## config.mk

```make
export PLATFORM = sky130hd
export DESIGN_NAME = sflash_front
export DESIGN_NICKNAME = d
export VERILOG_FILES = /design/src/rtl/sfc_pkg.sv /design/src/rtl/sfc_edge.sv /design/src/rtl/sfc_tx.sv /design/src/rtl/sfc_array.sv /design/src/rtl/sflash_front.sv
export SDC_FILE = /design/constraint.sdc
export NUM_CORES = 2
export LEC_CHECK = 0
export BUFFER_PORTS_ARGS = -buffer_cell sky130_fd_sc_hd__buf_2
export CAP_MARGIN = 25
export CORE_MARGIN = 4
export CORE_UTILIZATION = 44
export DETAILED_ROUTE_END_ITERATION = 12
export PLACE_DENSITY = 0.66
export SYNTH_ARGS = -nofsm -noshare
export SYNTH_HDL_FRONTEND = slang
export SYNTH_SLANG_ARGS = --single-unit
```

## constraint.sdc

```tcl
create_clock -name clk -period 27.1 [get_ports clk]
set_clock_uncertainty 0.05 [all_clocks]
set_input_delay 1.355 -clock clk [delete_from_list [all_inputs] [get_ports clk]]
set_output_delay 1.355 -clock clk [all_outputs]
set_load 0.03 [all_outputs]
```

## src/rtl/sfc_pkg.sv

```systemverilog
package sfc_pkg;

  typedef enum logic [3:0] {
    C_NONE, C_WREN, C_WRDI, C_RDID, C_RDSR, C_WRSR, C_READ,
    C_FAST, C_PP, C_CE, C_DP, C_RES, C_REMS, C_IGN
  } cmd_e;

  typedef enum logic [1:0] {W_IDLE, W_PROG, W_ERASE, W_HOLD} work_e;

  function automatic cmd_e decode(input logic [7:0] op);
    case (op)
      8'h06:        return C_WREN;
      8'h04:        return C_WRDI;
      8'h9F:        return C_RDID;
      8'h05:        return C_RDSR;
      8'h01:        return C_WRSR;
      8'h03:        return C_READ;
      8'h0B:        return C_FAST;
      8'h02:        return C_PP;
      8'h60, 8'hC7: return C_CE;
      8'hB9:        return C_DP;
      8'hAB:        return C_RES;
      8'h90, 8'hEF: return C_REMS;
      default:      return C_IGN;
    endcase
  endfunction

endpackage

```

## src/rtl/sfc_edge.sv

```systemverilog
module sfc_edge (
  input  logic clk,
  input  logic rst_n,
  input  logic sck_i,
  input  logic cs_n_i,
  input  logic mosi_i,
  output logic sck_rise,
  output logic sck_fall,
  output logic cs_rise,
  output logic sel,
  output logic mosi_s
);
  // two-stage synchronisers: {cs_n, sck, mosi}
  logic [2:0] s1_q, s2_q;
  logic       sck_q, cs_q;

  always_ff @(posedge clk or negedge rst_n) begin
    if (!rst_n) begin
      s1_q  <= 3'b100;
      s2_q  <= 3'b100;
      sck_q <= 1'b0;
      cs_q  <= 1'b1;
    end else begin
      s1_q  <= {cs_n_i, sck_i, mosi_i};
      s2_q  <= s1_q;
      sck_q <= s2_q[1];
      cs_q  <= s2_q[2];
    end
  end

  assign sck_rise = s2_q[1] & ~sck_q;
  assign sck_fall = ~s2_q[1] & sck_q;
  assign cs_rise  = s2_q[2] & ~cs_q;
  assign sel      = ~s2_q[2];
  assign mosi_s   = s2_q[0];
endmodule

```

## src/rtl/sfc_tx.sv

```systemverilog
module sfc_tx (
  input  logic       clk,
  input  logic       rst_n,
  input  logic       sel,
  input  logic       load,
  input  logic       shift,
  input  logic [7:0] din,
  output logic       miso,
  output logic       oe
);
  logic [7:0] sh_q, sh_d;
  logic       act_q, act_d;

  always_comb begin
    sh_d  = sh_q;
    act_d = act_q;
    if (!sel) begin
      act_d = 1'b0;
    end else if (load) begin
      sh_d  = din;
      act_d = 1'b1;
    end else if (shift) begin
      sh_d = {sh_q[6:0], 1'b0};
    end
  end

  always_ff @(posedge clk or negedge rst_n) begin
    if (!rst_n) begin
      sh_q  <= 8'h00;
      act_q <= 1'b0;
    end else begin
      sh_q  <= sh_d;
      act_q <= act_d;
    end
  end

  assign miso = sh_q[7];
  assign oe   = act_q;
endmodule

```

## src/rtl/sfc_array.sv

```systemverilog
module sfc_array #(
  parameter int MEM_BYTES   = 256,
  parameter int PAGE_BYTES  = 16,
  parameter int BUSY_CYCLES = 300,
  localparam int AW = $clog2(MEM_BYTES),
  localparam int PW = $clog2(PAGE_BYTES)
) (
  input  logic                       clk,
  input  logic                       rst_n,
  input  logic                       start_prog,
  input  logic                       start_erase,
  input  logic                       start_hold,
  input  logic [AW-PW-1:0]           page_base,
  input  logic [PAGE_BYTES-1:0][7:0] pdata,
  input  logic [PAGE_BYTES-1:0]      pvalid,
  input  logic [AW-1:0]              rd_addr,
  output logic [7:0]                 rd_data,
  output logic                       busy
);
  import sfc_pkg::*;

  localparam int BUSY_LEN = (BUSY_CYCLES > MEM_BYTES) ? BUSY_CYCLES : MEM_BYTES;
  localparam int CW       = $clog2(BUSY_LEN + 1);
  localparam logic [CW-1:0] LAST_C = CW'(BUSY_LEN - 1);
  localparam logic [CW-1:0] DEPTH_C = CW'(MEM_BYTES);
  localparam logic [CW-1:0] PAGE_C = CW'(PAGE_BYTES);
  localparam logic [CW-1:0] ONE_C = CW'(1);

  logic [7:0]       mem [MEM_BYTES];
  work_e            kind_q, kind_d;
  logic [CW-1:0]    cnt_q, cnt_d;
  logic [AW-PW-1:0] base_q, base_d;
  logic [AW-1:0]    widx, pidx_full;
  logic [PW-1:0]    pidx;

  always_comb begin
    kind_d = kind_q;
    cnt_d  = cnt_q;
    base_d = base_q;
    if (start_prog || start_erase || start_hold) begin
      kind_d = start_prog ? W_PROG : (start_erase ? W_ERASE : W_HOLD);
      cnt_d  = '0;
      base_d = page_base;
    end else if (kind_q != W_IDLE) begin
      if (cnt_q == LAST_C) kind_d = W_IDLE;
      else                 cnt_d  = cnt_q + ONE_C;
    end
  end

  always_ff @(posedge clk or negedge rst_n) begin
    if (!rst_n) begin
      kind_q <= W_IDLE;
      cnt_q  <= '0;
      base_q <= '0;
    end else begin
      kind_q <= kind_d;
      cnt_q  <= cnt_d;
      base_q <= base_d;
    end
  end

  assign widx      = cnt_q[AW-1:0];
  assign pidx      = cnt_q[PW-1:0];
  assign pidx_full = {base_q, pidx};

  // array cells carry no reset, as flash contents would not
  always_ff @(posedge clk) begin
    if (kind_q == W_ERASE && cnt_q < DEPTH_C)
      mem[widx] <= 8'hFF;
    else if (kind_q == W_PROG && cnt_q < PAGE_C && pvalid[pidx])
      mem[pidx_full] <= mem[pidx_full] & pdata[pidx];
  end

  assign rd_data = mem[rd_addr];
  assign busy    = (kind_q != W_IDLE);
endmodule

```

## src/rtl/sflash_front.sv

```systemverilog
module sflash_front #(
  parameter int          MEM_BYTES   = 256,
  parameter int          PAGE_BYTES  = 16,
  parameter int          BUSY_CYCLES = 300,
  parameter logic [7:0]  MFR_ID      = 8'h5A,
  parameter logic [15:0] DEV_ID      = 16'h3117
) (
  input  logic clk,
  input  logic rst_n,
  input  logic spi_sck,
  input  logic spi_cs_n,
  input  logic spi_mosi,
  output logic spi_miso,
  output logic spi_miso_oe
);
  import sfc_pkg::*;

  localparam int AW = $clog2(MEM_BYTES);
  localparam int PW = $clog2(PAGE_BYTES);
  localparam logic [AW-1:0] ONE_A = AW'(1);
  localparam logic [PW-1:0] ONE_P = PW'(1);

  logic sck_rise, sck_fall, cs_rise, sel, mosi_s;
  logic busy;
  logic [7:0] rd_data;

  cmd_e                      cmd_q, cmd_d, dec, adm;
  logic [2:0]                bitcnt_q, bitcnt_d;
  logic [3:0]                bytecnt_q, bytecnt_d;
  logic [6:0]                sh_q, sh_d;
  logic [AW-1:0]             addr_q, addr_d;
  logic [5:0]                wrsr_q, wrsr_d, sr_user_q, sr_user_d;
  logic [PW-1:0]             pidx_q, pidx_d;
  logic [PAGE_BYTES-1:0]     pvalid_q, pvalid_d;
  logic [PAGE_BYTES-1:0][7:0] pbuf_q, pbuf_d;
  logic [1:0]                obyte_q, obyte_d;
  logic                      wel_q, wel_d, dp_q, dp_d;
  logic [7:0]                byte_in, status, tx_byte;
  logic                      tx_load, out_phase;
  logic                      start_prog, start_erase, start_wrsr;

  sfc_edge u_edge (
    .clk(clk), .rst_n(rst_n), .sck_i(spi_sck), .cs_n_i(spi_cs_n), .mosi_i(spi_mosi),
    .sck_rise(sck_rise), .sck_fall(sck_fall), .cs_rise(cs_rise), .sel(sel), .mosi_s(mosi_s)
  );

  assign byte_in = {sh_q, mosi_s};
  assign status  = {sr_user_q, wel_q, busy};
  assign dec     = decode(byte_in);

  always_comb begin
    if (dp_q)                       adm = (dec == C_RES) ? C_RES : C_IGN;
    else if (busy && dec != C_RDSR) adm = C_IGN;
    else                            adm = dec;
  end

  always_comb begin
    case (cmd_q)
      C_RDSR, C_RDID:         out_phase = (bytecnt_q >= 4'd1);
      C_READ, C_REMS, C_RES:  out_phase = (bytecnt_q >= 4'd4);
      C_FAST:                 out_phase = (bytecnt_q >= 4'd5);
      default:                out_phase = 1'b0;
    endcase
  end

  // next-state: frame decode, response selection and commit on select rise
  always_comb begin
    cmd_d     = cmd_q;
    bitcnt_d  = bitcnt_q;
    bytecnt_d = bytecnt_q;
    sh_d      = sh_q;
    addr_d    = addr_q;
    wrsr_d    = wrsr_q;
    sr_user_d = sr_user_q;
    pidx_d    = pidx_q;
    pvalid_d  = pvalid_q;
    pbuf_d    = pbuf_q;
    obyte_d   = obyte_q;
    wel_d     = wel_q;
    dp_d      = dp_q;
    tx_load   = 1'b0;
    tx_byte   = 8'h00;
    start_prog  = 1'b0;
    start_erase = 1'b0;
    start_wrsr  = 1'b0;

    if (!sel) begin
      cmd_d     = C_NONE;
      bitcnt_d  = 3'd0;
      bytecnt_d = 4'd0;
      obyte_d   = 2'd0;
    end else begin
      if (sck_rise && cmd_q != C_IGN) begin
        sh_d     = {sh_q[5:0], mosi_s};
        bitcnt_d = bitcnt_q + 3'd1;
        if (bitcnt_q == 3'd7) begin
          if (bytecnt_q != 4'hF) bytecnt_d = bytecnt_q + 4'd1;
          if (bytecnt_q == 4'd0) begin
            cmd_d = adm;
            if (adm == C_PP) pvalid_d = '0;
          end else begin
            case (cmd_q)
              C_READ, C_FAST, C_REMS, C_PP: begin
                if (bytecnt_q <= 4'd3) begin
                  for (int j = 0; j < AW; j++)
                    if (bytecnt_q == 4'(3 - j / 8)) addr_d[j] = byte_in[j % 8];
                  if (cmd_q == C_PP && bytecnt_q == 4'd3) pidx_d = byte_in[PW-1:0];
                end else if (cmd_q == C_PP) begin
                  pbuf_d[pidx_q]   = byte_in;
                  pvalid_d[pidx_q] = 1'b1;
                  pidx_d           = pidx_q + ONE_P;
                end
              end
              C_WRSR: if (bytecnt_q == 4'd1) wrsr_d = byte_in[7:2];
              default: ;
            endcase
          end
        end
      end
      if (sck_fall && bitcnt_q == 3'd0 && out_phase) begin
        tx_load = 1'b1;
        case (cmd_q)
          C_RDSR: tx_byte = status;
          C_RDID: begin
            tx_byte = (obyte_q == 2'd0) ? MFR_ID : ((obyte_q == 2'd1) ? DEV_ID[15:8] : DEV_ID[7:0]);
            obyte_d = (obyte_q == 2'd2) ? 2'd0 : obyte_q + 2'd1;
          end
          C_READ, C_FAST: begin
            tx_byte = rd_data;
            addr_d  = addr_q + ONE_A;
          end
          C_REMS: begin
            tx_byte = (obyte_q[0] ^ addr_q[0]) ? DEV_ID[7:0] : MFR_ID;
            obyte_d = obyte_q + 2'd1;
          end
          default: tx_byte = DEV_ID[7:0];
        endcase
      end
    end

    if (cs_rise && bitcnt_q == 3'd0) begin
      case (cmd_q)
        C_WREN: if (bytecnt_q == 4'd1) wel_d = 1'b1;
        C_WRDI: if (bytecnt_q == 4'd1) wel_d = 1'b0;
        C_WRSR: if (bytecnt_q == 4'd2 && wel_q) begin
          start_wrsr = 1'b1;
          wel_d      = 1'b0;
          sr_user_d  = wrsr_q;
        end
        C_PP: if (bytecnt_q >= 4'd5 && wel_q) begin
          start_prog = 1'b1;
          wel_d      = 1'b0;
        end
        C_CE: if (bytecnt_q == 4'd1 && wel_q) begin
          start_erase = 1'b1;
          wel_d       = 1'b0;
        end
        C_DP:  if (bytecnt_q == 4'd1) dp_d = 1'b1;
        C_RES: dp_d = 1'b0;
        default: ;
      endcase
    end
  end

  always_ff @(posedge clk or negedge rst_n) begin
    if (!rst_n) begin
      cmd_q     <= C_NONE;
      bitcnt_q  <= 3'd0;
      bytecnt_q <= 4'd0;
      sh_q      <= 7'd0;
      addr_q    <= '0;
      wrsr_q    <= 6'd0;
      sr_user_q <= 6'd0;
      pidx_q    <= '0;
      pvalid_q  <= '0;
      obyte_q   <= 2'd0;
      wel_q     <= 1'b0;
      dp_q      <= 1'b0;
    end else begin
      cmd_q     <= cmd_d;
      bitcnt_q  <= bitcnt_d;
      bytecnt_q <= bytecnt_d;
      sh_q      <= sh_d;
      addr_q    <= addr_d;
      wrsr_q    <= wrsr_d;
      sr_user_q <= sr_user_d;
      pidx_q    <= pidx_d;
      pvalid_q  <= pvalid_d;
      obyte_q   <= obyte_d;
      wel_q     <= wel_d;
      dp_q      <= dp_d;
    end
  end

  // page data is qualified by pvalid_q and needs no reset
  always_ff @(posedge clk) begin
    pbuf_q <= pbuf_d;
  end

  sfc_tx u_tx (
    .clk(clk), .rst_n(rst_n), .sel(sel), .load(tx_load), .shift(sck_fall),
    .din(tx_byte), .miso(spi_miso), .oe(spi_miso_oe)
  );

  sfc_array #(
    .MEM_BYTES(MEM_BYTES), .PAGE_BYTES(PAGE_BYTES), .BUSY_CYCLES(BUSY_CYCLES)
  ) u_array (
    .clk(clk), .rst_n(rst_n),
    .start_prog(start_prog), .start_erase(start_erase), .start_hold(start_wrsr),
    .page_base(addr_q[AW-1:PW]), .pdata(pbuf_q), .pvalid(pvalid_q),
    .rd_addr(addr_q), .rd_data(rd_data), .busy(busy)
  );
endmodule

```

* Yosys cells after proc, flatten, opt, wreduce, memory -nomap -nowiden
Memory sizes are Yosys's and may differ from the RTL's. Cells that the tools add are included.
Word-level totals: flip-flop bits (word level) 222, RAM bits 2048, bits of input ports 5, output and inout port bits 2, word-level logic and storage cells 264, memories kept 1
Operators by class: $add $sub $neg 6, magnitude comparators 9, equal/unequal tests 50, multiplexer cells 94, bitwise operators 12, reductions and logical operators 55
Memory list:
- u_array.mem | depth 256, bits a word 8, read ports 2, clocked after Yosys merged registers in 0, write ports 1, RTL line sfc_array.sv:29 | logic [7:0] mem [MEM_BYTES];
Operators with widths (number):
- 128-bit bitwise mux | 1
- 8-bit two-way mux | 14
- 16-bit two-way mux | 5
- 4-bit two-way mux | 13
- 8-bit == test (second input constant) | 6
- 4-bit case mux with 12 select lines | 1
- 1-bit two-way mux | 35
- 8-bit binary-select mux with 4-bit select | 1
- 8-bit demux with 4-bit select | 1
- 8-bit case mux with 4 select lines | 1
- 4-bit == test (second input constant) | 7
- 7-bit AND reduction | 4
- 2-bit nonzero test | 14
- 9-bit two-way mux | 3
- 8-bit by 3-bit == test with 1-bit output (second input constant) | 3
- 4-bit by 2-bit == test with 1-bit output (second input constant) | 4
- 4-bit by 3-bit == test with 1-bit output (second input constant) | 4
- 8-bit by 2-bit == test with 1-bit output (second input constant) | 2
- 16-bit OR | 1
- 2-bit two-way mux | 7
- 7-bit two-way mux | 2
- 1-bit logical AND | 13
- 2-bit inequality test (second input constant) | 6
- 3-bit AND reduction | 4
- 46 further kinds | 74

* Longest topological paths before layout
depth in word-level cells 11, mapped depth 13, mapped depth without buffers 9

* By module
A second synthesis with hierarchy kept.
Second synthesis, totals: cells, all modules 5538, area, all modules 106559.7 um^2
Modules (own cells, without submodules):
- sfc_array | instances 1, cells an instance 4892, area an instance 98009.0 um^2, seq. area each 61874.3 um^2
- sflash_front | instances 1, cells an instance 592, area an instance 7873.8 um^2, seq. area each 5395.2 um^2
- sfc_tx | instances 1, cells an instance 42, area an instance 447.9 um^2, seq. area each 225.2 um^2
- sfc_edge | instances 1, cells an instance 12, area an instance 229.0 um^2, seq. area each 203.9 um^2

* Least setup slack after synthesis
Ideal clock, no wire load.
kind flip-flop to flip-flop, start point register u_array.cnt_q[1], end point memory u_array.mem[0][6] (data pin), library setup time 2.960 ns, arrival time 16.326 ns, required time 24.090 ns, slack 7.764 ns, cell stages (with the launch flop) 11, buffers on the path 5, period minus slack after synthesis 19.336 ns, path through dfrtp_1 -> buf_2 -> buf_2 -> buf_4 -> clkbuf_1 -> buf_2 -> mux4_2 -> a211oi_1 -> o311ai_0 -> nand2_1 -> o41ai_1
On the way: longest elaborated chain between the ends 8, elaborated cells on any way between the ends 16, classes of those cells 2 x order compare; 8 x mux; 1 x bitwise; 4 x reduce/logical; 1 x memory
RTL lines:
- start, declared | RTL line sfc_array.sv:31 | logic [CW-1:0] cnt_q, cnt_d;
- start signal, assigned | RTL line sfc_array.sv:57 | cnt_q <= cnt_d;
- 9-bit by 5-bit less-than comparator with 1-bit output or 1-bit binary-select mux with 4-bit select (tied branches) | RTL line sfc_array.sv:70 | else if (kind_q == W_PROG && cnt_q < PAGE_C && pvalid[pidx])
- 1-bit logical AND or 1-bit two-way mux (tied branches) | RTL line sfc_array.sv:70
- 1-bit logical AND | RTL line sfc_array.sv:70
- 1-bit two-way mux | RTL line sfc_array.sv:70
- 1-bit two-way mux | RTL line sfc_array.sv:68 | if (kind_q == W_ERASE && cnt_q < DEPTH_C)
- 1-bit two-way mux (not written as such) | RTL line sfc_array.sv:71 | mem[pidx_full] <= mem[pidx_full] & pdata[pidx];
- 8-bit OR reduction (no line)
- 8-bit two-way mux (no line) (*)
- end, declared | RTL line sfc_array.sv:29
Every way passes the cells marked *; elsewhere a longest branch is shown, timed or not. The select of a mux whose other input is x is not followed.

* Worst setup path in the final report
start point register u_array.cnt_q[1], end point memory u_array.mem[73][5] (data pin)
Same word-level chain as after synthesis.

==> implementation parameters <==
Parameter                              Value

Detailed routing
  Residual antenna-violating net count after detailed routing    0
  Vias    65345
  Total length of routed wires    367000 um
  DRT Pass-1 Iters    7
  Detailed router's first-iteration violation count    11809
  Post-detailed-route via-to-cell ratio    7.145
  Average wire length per cell after detail routing    40.13 um
  Number of remaining DRC errors    0

Clock network
  Maximum number of buffers from clock root to sink    3
  Clock net sink count    2270
  # H-tree levels    4
  Clock tree from TritonCTS    done
  Master cell of the clock root buffer    sky130_fd_sc_hd__clkbuf_16
  Source-to-sink clock delay at the later pin of the worst-skew pair    roughly 910 ps
  Count of hold buffers inserted by post-cts repair    0
  Setup repair bufs after CTS    0
  Cells resized by post-CTS repair    0
  Clock transition at the registers of the reported paths    60 ps
  Num CTS Buffers    229

Yosys
  Ys async rst share    0.04141
  Flip-flop and latch count after synthesis    2270
  Number of instances in the synthesized netlist    5647
  Warning count from the yosys run    0
  Sequential cell area fraction in the yosys report    0.6392
  Top cell type by total area after synthesis    sky130_fd_sc_hd__edfxtp_1
  Ranking of synthesized cells by area    sky130_fd_sc_hd__edfxtp_1, sky130_fd_sc_hd__mux4_2, sky130_fd_sc_hd__dfrtp_1
  Count of flip-flops with a built-in enable after synthesis    2176
  Count of different cell masters after synthesis    slightly above 90
  Area share of the leading cell type in the synthesized netlist    0.6169
  Most instantiated flip-flop cell in the synthesis netlist    sky130_fd_sc_hd__edfxtp_1
  Net count after synthesis    5669
  Mean Syn Cell Area    approximately 19 um^2
  Syn Std Cell Area    105900 um^2

Cells and area
  Commonest non-fill, non-tap cells in the layout    sky130_fd_sc_hd__edfxtp_1, sky130_fd_sc_hd__mux4_2, sky130_fd_sc_hd__nor2_1
  Share of post-route cells with drive strength above 1    0.3095
  Signed area change from the synthesized netlist to the final layout    11.68%
  Leading cell type in the layout, fill and taps excluded    sky130_fd_sc_hd__edfxtp_1
  Post-layout net count    5778

GRT
  Number of antenna violations at the first check in global routing    30
  Number of global-route vias before repair    around 63000
  Wire length of the first global-routing pass    506600 um
  Total global routing overflow    0
  Pin count of the biggest net entering global routing    roughly 110
  GRT Resource Usage Total    0.2904

Place
  Port Buffers    6
  Post-Place Setup Slack    19350 ps
  HPWL reported at the end of detailed placement    ~240000 um
  GPL Wtd Cong    0.9840

Die
  Vertical extent of the die    498.6 um
  Die outline area    248600 um^2
  Placeable Area    238700 um^2
  # IOs    7
  Starting utilization of the core area    0.4436
  Row count    around 180
  Die X-Extent    498.6 um

Power and ir drop
  Power per standard cell area    59.40 nW/um^2
  Total design power    7.026 mW
  Worst vdd rail ir drop    0.06973 mV
  P_leak    40.93 nW

Worst setup path
  Critical path class    flip-flop to flip-flop
  Cell type of the slowest stage on the worst timing path    sky130_fd_sc_hd__dfrtp_4
  Ordered cell list for the critical path    buf_4 -> buf_4 -> buf_4 -> mux4_2 -> a22o_1 -> a221oi_1 -> o22ai_1 -> nor4_1 -> nor2_1 -> a31o_4 -> buf_4 -> buf_16 -> buf_4
  Crit path top cell by count    sky130_fd_sc_hd__buf_4
  Maximum net fanout on the critical path    a little under 100
  Count of buffering cells on the critical path with inverters included    6
  Startpoint class of the critical path    flip-flop
  Worst Path Arrival    approximately 8300 ps
  Endpoint required time on the critical path    27560 ps
  Element type at the critical path end    flip-flop
  Largest stage delay on the critical path    940 ps
  Top delay family on crit path    buffers and inverters

STA
  Total Neg Setup Slack    0 ps
  Measured slew at the worst slew-check pin    1271 ps
  Max Transition Viols Final    0
  Max_slew headroom    0.1529
  Final hold violations    0
  Peak clock frequency supported by timing    127.2 MHz
  Final worst path period share    0.2900
  Setup repair after global routing missed its margin    no
  Setup violation total in the final timing report    0
  Min cycle time layout    around 7900 ps
  Hold_ws    ~300 ps
  Post-route worst setup slack    just under 20000 ps

Min path
  Worst Hold Class    flip-flop to flip-flop

Status
  Run status    completed

Run
  Max-capacitance violation count    0
==> worst register-to-register path: stages, from the launching register on <==
cell and delay (ps):
sky130_fd_sc_hd__dfrtp_4 940, sky130_fd_sc_hd__buf_4 580, sky130_fd_sc_hd__buf_4 760, sky130_fd_sc_hd__buf_4 860, sky130_fd_sc_hd__mux4_2 400, sky130_fd_sc_hd__a22o_1 130, sky130_fd_sc_hd__a221oi_1 50, sky130_fd_sc_hd__o22ai_1 470
sky130_fd_sc_hd__nor4_1 140, sky130_fd_sc_hd__nor2_1 560, sky130_fd_sc_hd__a31o_4 750, sky130_fd_sc_hd__buf_4 400, sky130_fd_sc_hd__buf_16 300, sky130_fd_sc_hd__buf_4 940
==> power by group <==
part,switching (mW),internal (mW)
logic,0.0330,0.0216
registers,0.0288,3.81
clock network,1.41,1.72
total,1.47,5.56
==> cell type report <==
| class | count | area, um^2 |
|---|---|---|
| timing repair buffer | 323 | 3087 |
| fill | 19267 | 120500 |
| inverter | 28 | 110.1 |
| sequential | 2270 | 67730 |
| clock buffer | 303 | 6232 |
| clock inverter | 124 | 1161 |
| antenna | 26 | 65.06 |
| multi-input combinational | 2904 | 35940 |
| tap | 3167 | 3963 |
==> sequential cells by signal (all words and copies together) (netlist names), 2 cells and up <==
register and cells:
sr_user_q 6, bytecnt_q 4, u_edge.s1_q 3, sh_q 7
wrsr_q 6, addr_q 8, u_array.kind_q 2, u_tx.sh_q 8
pidx_q 4, cmd_q 4, obyte_q 2, u_array.cnt_q 9
pvalid_q 16, u_array.mem 2048, u_array.base_q 4, u_edge.s2_q 3
bitcnt_q 3, pbuf_q 128
==> final timing paths <==
check | to | slack (ps) | startpoint | cells past startpoint
worst min register to register | u_edge.s2_q[2] | 310 | u_edge.s1_q[2] | 0
min in group asynchronous | u_edge.s1_q[1] | 410 | rst_n | 1
worst min-delay path | u_edge.s2_q[2] | 310 | u_edge.s1_q[2] | 0
max in group asynchronous | u_array.kind_q[1] | 25410 | rst_n | 2
worst max register to register | u_array.mem[73][5] | 19240 | u_array.cnt_q[1] | 13
worst max-delay path | u_array.mem[73][5] | 19240 | u_array.cnt_q[1] | 13
==> kinds of logic after synthesis <==
logic type | after synthesis | synth area share
adders and majority gates | 17 | 0.002008
and+or+nand+nor | 885 | 0.03849
buffers and inverters | 473 | 0.02377
xor gates and xnor gates | 11 | 0.0009097
DFF | 2270 | 0.6392
AOI/OAI and AO/OA | 696 | 0.04751
muxes | 1295 | 0.2482
==> stage by stage <==
step	utilization	std cells	instance area, um^2
finish	0.4955	9145	118300
global placement	0.4577	8563	109300
global route	0.4952	9123	118200
CTS	0.4923	9066	117500
floorplan	-	5647	105900
detailed placement	0.4614	8639	110100
==> Yosys cell counts, types with 22 or more instances <==
| library cell | number |
|---|---|
| sky130_fd_sc_hd__inv_1 | 23 |
| sky130_fd_sc_hd__buf_4 | 90 |
| sky130_fd_sc_hd__o21ai_0 | 64 |
| sky130_fd_sc_hd__nand2b_1 | 22 |
| sky130_fd_sc_hd__clkbuf_1 | 177 |
| sky130_fd_sc_hd__a22oi_1 | 146 |
| sky130_fd_sc_hd__nand4_1 | 22 |
| sky130_fd_sc_hd__mux2i_1 | 197 |
| sky130_fd_sc_hd__nand3_1 | 69 |
| sky130_fd_sc_hd__a31oi_1 | 28 |
| sky130_fd_sc_hd__nor3_1 | 51 |
| sky130_fd_sc_hd__and2_1 | 26 |
| sky130_fd_sc_hd__a21oi_1 | 104 |
| sky130_fd_sc_hd__mux2_2 | 37 |
| sky130_fd_sc_hd__edfxtp_1 | 2176 |
| sky130_fd_sc_hd__buf_6 | 25 |
| sky130_fd_sc_hd__a221oi_1 | 63 |
| sky130_fd_sc_hd__buf_1 | 28 |
| sky130_fd_sc_hd__buf_2 | 119 |
| sky130_fd_sc_hd__nand2_1 | 195 |
| sky130_fd_sc_hd__a211oi_1 | 24 |
| sky130_fd_sc_hd__o22ai_1 | 61 |
| sky130_fd_sc_hd__nor2b_1 | 30 |
| sky130_fd_sc_hd__a22o_1 | 45 |
| sky130_fd_sc_hd__nor2_1 | 370 |
| sky130_fd_sc_hd__dfrtp_1 | 91 |
| sky130_fd_sc_hd__mux4_2 | 1061 |
==> layer usage <==
layer / part of all wire / GRT usage / up-vias
met5: 0.00077 / 0.004245 / -
met2: 0.44 / 0.4192 / 5517
li1: - / - / 24349
met3: 0.15 / 0.1111 / 1240
met4: 0.075 / 0.1738 / 22
met1: 0.34 / 0.3736 / 34217
Power figures use the tool's default switching activity.
